===== config.mk =====
export PLATFORM = sky130hd
export DESIGN_NAME = spi_mio_slave
export DESIGN_NICKNAME = d
export VERILOG_FILES = /design/src/rtl/spi_mio_slave.sv
export SDC_FILE = /design/constraint.sdc
export NUM_CORES = 1
export LEC_CHECK = 0
export BUFFER_PORTS_ARGS = -buffer_cell sky130_fd_sc_hd__buf_2
export CORE_MARGIN = 4
export CORE_UTILIZATION = 54
export CTS_CLUSTER_DIAMETER = 120
export DETAILED_ROUTE_END_ITERATION = 8
export PLACE_DENSITY_LB_ADDON = 0.05
export SYNTH_ARGS = -nofsm -noshare
export SYNTH_HDL_FRONTEND = slang
export SYNTH_SLANG_ARGS = --single-unit

===== constraint.sdc =====
create_clock -name clk -period 2.7 [get_ports clk]
set_input_delay 0.81 -clock clk [delete_from_list [all_inputs] [get_ports clk]]
set_output_delay 0.81 -clock clk [all_outputs]
set_load 0.02 [all_outputs]

===== src/rtl/spi_mio_slave.sv =====
module spi_mio_slave (
  input  logic       clk,
  input  logic       rst_n,
  input  logic       sck,
  input  logic       cs_n,
  input  logic [3:0] io_in,
  input  logic [1:0] lane_sel,
  input  logic       dir_out,
  input  logic [7:0] tx_byte,
  output logic [7:0] rx_byte,
  output logic       rx_valid,
  output logic       tx_load,
  output logic [3:0] io_out,
  output logic [3:0] io_oe
);

  logic [1:0] sck_q, cs_q;
  logic       sck_d, cs_d;
  logic [3:0] io_q1, io_q2;
  logic       armed;
  logic [2:0] bcnt;
  logic [7:0] rx_sh, tx_sh;

  logic       cs_s, sck_s, x4, active, held, run, rise, fall;
  logic [2:0] step_in, step_out, cnt_in;
  logic [7:0] rx_next;

  assign cs_s   = cs_q[1];
  assign sck_s  = sck_q[1];
  assign x4     = lane_sel[1];
  assign active = armed & ~cs_s;
  assign held   = active & ~x4 & ~io_q2[3];
  assign run    = active & ~held;
  assign rise   = run & sck_s & ~sck_d;
  assign fall   = run & ~sck_s & sck_d;

  assign step_in  = x4 ? 3'd4 : 3'd1;
  assign step_out = x4 ? 3'd4 : (lane_sel[0] ? 3'd2 : 3'd1);
  assign cnt_in   = bcnt + step_in;
  assign rx_next  = x4 ? {rx_sh[3:0], io_q2} : {rx_sh[6:0], io_q2[0]};

  always_ff @(posedge clk or negedge rst_n) begin
    if (!rst_n) begin
      sck_q <= 2'b00;
      sck_d <= 1'b0;
      cs_q  <= 2'b00;
      cs_d  <= 1'b0;
      io_q1 <= 4'hF;
      io_q2 <= 4'hF;
      armed <= 1'b0;
    end else begin
      sck_q <= {sck_q[0], sck};
      sck_d <= sck_s;
      cs_q  <= {cs_q[0], cs_n};
      cs_d  <= cs_s;
      io_q1 <= io_in;
      io_q2 <= io_q1;
      if (~cs_s & cs_d) armed <= 1'b1;
    end
  end

  always_ff @(posedge clk or negedge rst_n) begin
    if (!rst_n) begin
      bcnt     <= 3'd0;
      rx_sh    <= 8'h00;
      tx_sh    <= 8'h00;
      rx_byte  <= 8'h00;
      rx_valid <= 1'b0;
      tx_load  <= 1'b0;
    end else begin
      rx_valid <= 1'b0;
      tx_load  <= 1'b0;
      if (!active) begin
        bcnt <= 3'd0;
      end else if (rise && !dir_out) begin
        rx_sh <= rx_next;
        bcnt  <= cnt_in;
        if (cnt_in == 3'd0) begin
          rx_byte  <= rx_next;
          rx_valid <= 1'b1;
        end
      end else if (fall && dir_out) begin
        if (bcnt == 3'd0) begin
          tx_sh   <= tx_byte;
          tx_load <= 1'b1;
        end else begin
          tx_sh <= x4 ? {tx_sh[3:0], 4'h0} :
                   (lane_sel[0] ? {tx_sh[5:0], 2'b00} : {tx_sh[6:0], 1'b0});
        end
        bcnt <= bcnt + step_out;
      end
    end
  end

  assign io_oe  = (run && dir_out) ? (x4 ? 4'hF : (lane_sel[0] ? 4'h3 : 4'h2)) : 4'h0;
  assign io_out = x4 ? tx_sh[7:4] :
                  (lane_sel[0] ? {2'b00, tx_sh[7:6]} : {2'b00, tx_sh[7], 1'b0});

  assert_rx_only_input_R2: assert property (@(posedge clk) disable iff (!rst_n)
    rx_valid |-> $past(!dir_out));
  assert_tx_only_output_R4: assert property (@(posedge clk) disable iff (!rst_n)
    tx_load |-> $past(dir_out));
  assert_oe_shape_R6: assert property (@(posedge clk) disable iff (!rst_n)
    (io_oe == 4'h0) || (io_oe == 4'h2) || (io_oe == 4'h3) || (io_oe == 4'hF));
  assert_cs_clears_R7: assert property (@(posedge clk) disable iff (!rst_n)
    cs_s |=> (bcnt == 3'd0));
  assert_unarmed_quiet_R8: assert property (@(posedge clk) disable iff (!rst_n)
    !armed |-> (!rx_valid && !tx_load && io_oe == 4'h0));
  assert_hold_freeze_R9: assert property (@(posedge clk) disable iff (!rst_n)
    held |=> ($stable(bcnt) && $stable(tx_sh) && !rx_valid && !tx_load));

endmodule


Yosys cells after proc, flatten, opt, wreduce, memory -nomap -nowiden
Index checks and enable logic that the tools add are counted.
{"block": "word_totals", "word_cells": 63, "in_bits": 19, "register_bits": 43, "output_inout_bits": 18}
{"block": "classes", "n_reduce_logical": 9, "add_sub_neg": 2, "mux": 22, "eq_ne": 1, "bitwise_logic": 16}
{"cell": "8-bit 2-to-1 mux", "count": 4}
{"cell": "3-bit 2-to-1 mux", "count": 5}
{"cell": "4-bit 2-to-1 mux", "count": 3}
{"cell": "1-bit AND", "count": 9}
{"cell": "1-bit 2-to-1 mux", "count": 9}
{"cell": "1-bit NOT", "count": 7}
{"cell": "3-bit adder", "count": 2}
{"cell": "3-bit zero test", "count": 2}
{"cell": "3-bit AND reduction", "count": 2}
{"cell": "1-bit logical AND", "count": 3}
{"cell": "3-bit by 1-bit inequality test with 1-bit output (second input constant)", "count": 1}
{"cell": "2-bit 2-to-1 mux", "count": 1}
{"cell": "2-bit AND reduction", "count": 1}
{"cell": "1-bit zero test", "count": 1}

Depth between registers and ports, before layout
{"block": "logic_depth", "depth_word": 12, "depth_mapped": 9, "ltp_nobuf": 7}

Worst setup path after synthesis
OpenSTA, ideal clock, no wires.
{"block": "synth_timing", "path_type": "input -> register", "start": "input port lane_sel[1]", "end": "register rx_byte[0]", "t_arrival_ns": 2.884, "path_stages": 9, "setup_time_ns": 0.125, "setup_slack_ns": -0.309, "path_buffers": 2, "t_required_ns": 2.575, "cell_sequence": "buf_6 > clkbuf_1 > inv_2 > ha_1 > ha_1 > xnor2_1 > xnor2_1 > nor4b_4 > mux2_2"}
{"block": "synth_via", "elab_chain_len": 9, "word_cells_on_any_way": 12, "cone_classes": "add/sub: 1; mux: 1; bitwise: 7; reduce/logical: 3"}
{"element": "start: declaration", "line": "7", "text": "input logic [1:0] lane_sel,"}
{"element": "1-bit NOT", "line": "32", "text": "assign held = active & ~x4 & ~io_q2[3];"}
{"element": "1-bit AND (2 in a row)", "line": "32"}
{"element": "1-bit NOT", "line": "33", "text": "assign run = active & ~held;"}
{"element": "1-bit AND", "line": "33"}
{"element": "1-bit AND (2 in a row)", "line": "34", "text": "assign rise = run & sck_s & ~sck_d;"}
{"element": "1-bit logical AND", "line": "75", "text": "end else if (rise && !dir_out) begin"}
{"element": "3-bit AND reduction (no source line) (*)"}
{"element": "end signal: assignment", "line": "79", "text": "rx_byte <= rx_next;"}
{"element": "end: declaration", "line": "10", "text": "output logic [7:0] rx_byte,"}
Every way passes the cells marked *; elsewhere a longest branch is shown, timed or not.
A chain may end at the register's enable or synchronous reset.

Worst setup path in the final report
{"block": "layout_timing", "start": "input port lane_sel[1]", "end": "output port io_oe[2]"}
{"block": "layout_via", "elab_chain_len": 7, "word_cells_on_any_way": 8, "cone_classes": "mux: 2; bitwise: 5; reduce/logical: 1"}
{"element": "1-bit NOT", "line": "32"}
{"element": "1-bit AND (2 in a row)", "line": "32"}
{"element": "1-bit NOT", "line": "33"}
{"element": "1-bit AND", "line": "33"}
{"element": "1-bit logical AND", "line": "95", "text": "assign io_oe = (run && dir_out) ? (x4 ? 4'hF : (lane_sel[0] ? 4'h3 : 4'h2)) : 4'h0;"}
{"element": "4-bit 2-to-1 mux (*)", "line": "95"}
{"element": "end: declaration", "line": "14", "text": "output logic [3:0] io_oe"}
Marked as above.

==> results.tsv <==
metric	value	unit
status	finished, final reports clean	
vias	1332	
most frequent cells after synthesis	dfrtp_1, mux2_2, nand2_1	
power per cell area	696	mW/mm^2
RR Startpoint	bcnt[0]	
CP endpoint kind	output pin	
Routed Antenna Nets	0	
r2r worst-path depth	7	
via density per instance	5.44	
Die W	67.7	um
arrival time worst endpoint	1720	ps
hold buffer count at cts	0	
Post-DP HPWL	2.70	mm
setup TNS	0	ps
async set or reset register ratio after synthesis	100	%
CP endpoint	io_oe[2]	
Clock Tree Root	clkbuf_4	
peak fanout along the critical path	10	
sequential area share after synthesis	56.5	%
Fill cells	251	
setup ws final	175	ps
gpl congestion	0.872	
CTS tree	built	
peak supply drop	0.462	mV
clk_skew	8.86	ps
f_max	396	MHz
max-cap viol count	0	
post-CTS sizing	0	
fin crit period	2530	ps
largest net degree at the start of global routing	44	
vias in the first global route	1354	
residual DRC count	0	
synth-to-layout area growth	23.7	%
HP Class	flop to flop	
Placement Setup Slack	20.8	ps
most common cell in the netlist	dfrtp_1	
r2r endpoint	rx_byte[4]	
Critical Path RT	1890	ps
cells after synthesis	156	
setup fix buffers added after clock tree synthesis	0	
initial core utilization	56.7	%
Die ar.	0.00458	mm^2
Yosys warnings	0	
number of clock sinks	43	
Worst-path clk slew	130	ps
Antenna diodes	0	
Total Routing Usage GR	18.3	%
slew margin rel.	34.4	%
clk_lat worst skew	360	ps
row cnt	21	
post-route design area	0.00238	mm^2
syn nets	179	
Leak	1.12	nW
# H-tree levels	2	
worst setup path startpoint	lane_sel[1]	
synthesis-stage register bit count	43	
initial DRC count	77	
router iterations before antenna repair	7	
post-synth top area cell	dfrtp_1	
Die Ht	67.7	um
RSZ-0062 raised after global routing	false	
placed instance area	0.00227	mm^2
Crit Path Class	primary input to output pin	
Synth cell types	35	
R2R Setup Slk	640	ps
Hold Startpoint	io_q1[2]	
EDFF count, synth	0	
Avg Cell Area, Syn	12.3	um^2
port bufs	36	
Synth Flop Type	dfrtp_1	
Post-Syn Area	0.00192	mm^2
first-pass GRT wire length	6.07	mm
gr ovfl total	0	
final period utilization	93.5	%
CORE AREA	0.00339	mm^2
Final Hold Fails	0	
CP Launch Type	primary input	
worst slew pin tran	979	ps
max-slew violations	0	
Clock Path Buffers	2	
share of layout cells above drive strength 1	45.7	%
wire per inst	15.1	um
# setup viols final	0	
DRT Wirelength	3.71	mm
synth top area cells	dfrtp_1, mux2_2, dfstp_2, o211ai_1, mux2i_1	
initial antenna violation count	0	
total CTS buffers	5	
Synth top area share	45.5	%
Nets	221	
IO Pins	37	
## worst min path at each step
stage | cells past startpoint | endpoint
after global routing | 0 | io_q2[1]
after global placement | 0 | sck_q[1]
after CTS | 0 | io_q2[2]
after floorplan | 0 | cs_q[1]
final | 0 | io_q2[2]
after detailed placement | 0 | cs_q[1]
## sequential cells by signal (all words and copies together), names as in the netlist
register	flops
tx_sh	8
rx_sh	7
sck_d	1
cs_d	1
sck_q	2
tx_load	1
rx_byte	8
io_q2	4
io_q1	4
rx_valid	1
armed	1
cs_q	2
bcnt	3
## layout make-up
class	count	area, um^2	area share (%)
clock buffer	5	37.5	1.58
clock inverter	3	67.6	2.84
inverter	6	30.0	1.26
multi-input combinational	99	855	35.9
sequential	43	1090	45.7
tap	46	57.6	2.42
timing repair buffer	43	245	10.3
## layer usage
layer / track usage, % / vias up / share of wire (%)
li1: - / 635 / -
met1: 21.9 / 650 / 42
met2: 31.0 / 39 / 51
met3: 3.49 / 8 / 4.9
met4: 9.87 / 0 / 1.9
met5: 0 / - / 0
## cell families after synthesis
family,count (synthesis),synth area share [%]
DFF,43,56.5
and+or+nand+nor,42,12.2
muxes,28,16.1
AOI/OAI and AO/OA,23,8.07
buffers and inverters,14,3.32
adders and majority gates,4,2.99
xor gates and xnor gates,2,0.911
## through the flow
step	instances	utilization, %	hold WS, ps	total power (W)
detailed placement	237	67.1	335	0.00117
global route	245	70.2	370	0.00174
global placement	237	67.1	333	0.00115
finish	245	70.2	359	0.00165
floorplan	156	-	331	0.00106
CTS	245	70.2	359	0.00167
## cells in the final DEF, fill, tap and decap left out, types with 2 or more instances in the layout
cell       instances
a221o_1            2
a31oi_1            5
and2_1             2
buf_2             36
buf_4              6
bufinv_16          2
clkbuf_4           5
dfrtp_1           35
dfstp_2            8
ha_4               2
inv_1              5
mux2_2            15
mux2_4             8
mux2i_1            5
nand2_1           12
nand2b_1           2
nand3_1            2
nand3b_1           2
nor2_1            10
nor3_1             2
nor3_2             2
nor4_1             2
o211ai_1           7
o21ai_0            6
## power breakdown
part	leakage, nW	total, W	switching (W)	internal (W)
sequential	0.522	0.000819	0.0000737	0.000745
clock	0.0514	0.000501	0.000213	0.000288
combinational	0.543	0.000335	0.000169	0.000166
total	1.12	0.00165	0.000456	0.00120
## critical path, cell delays in order
cell and delay (ps):
buf_2 140, buf_4 210, nor2_1 80, nor2_1 90, nand2_1 90, nor2_1 120
buf_2 180
No activity file was read; power rests on OpenSTA's default activity.
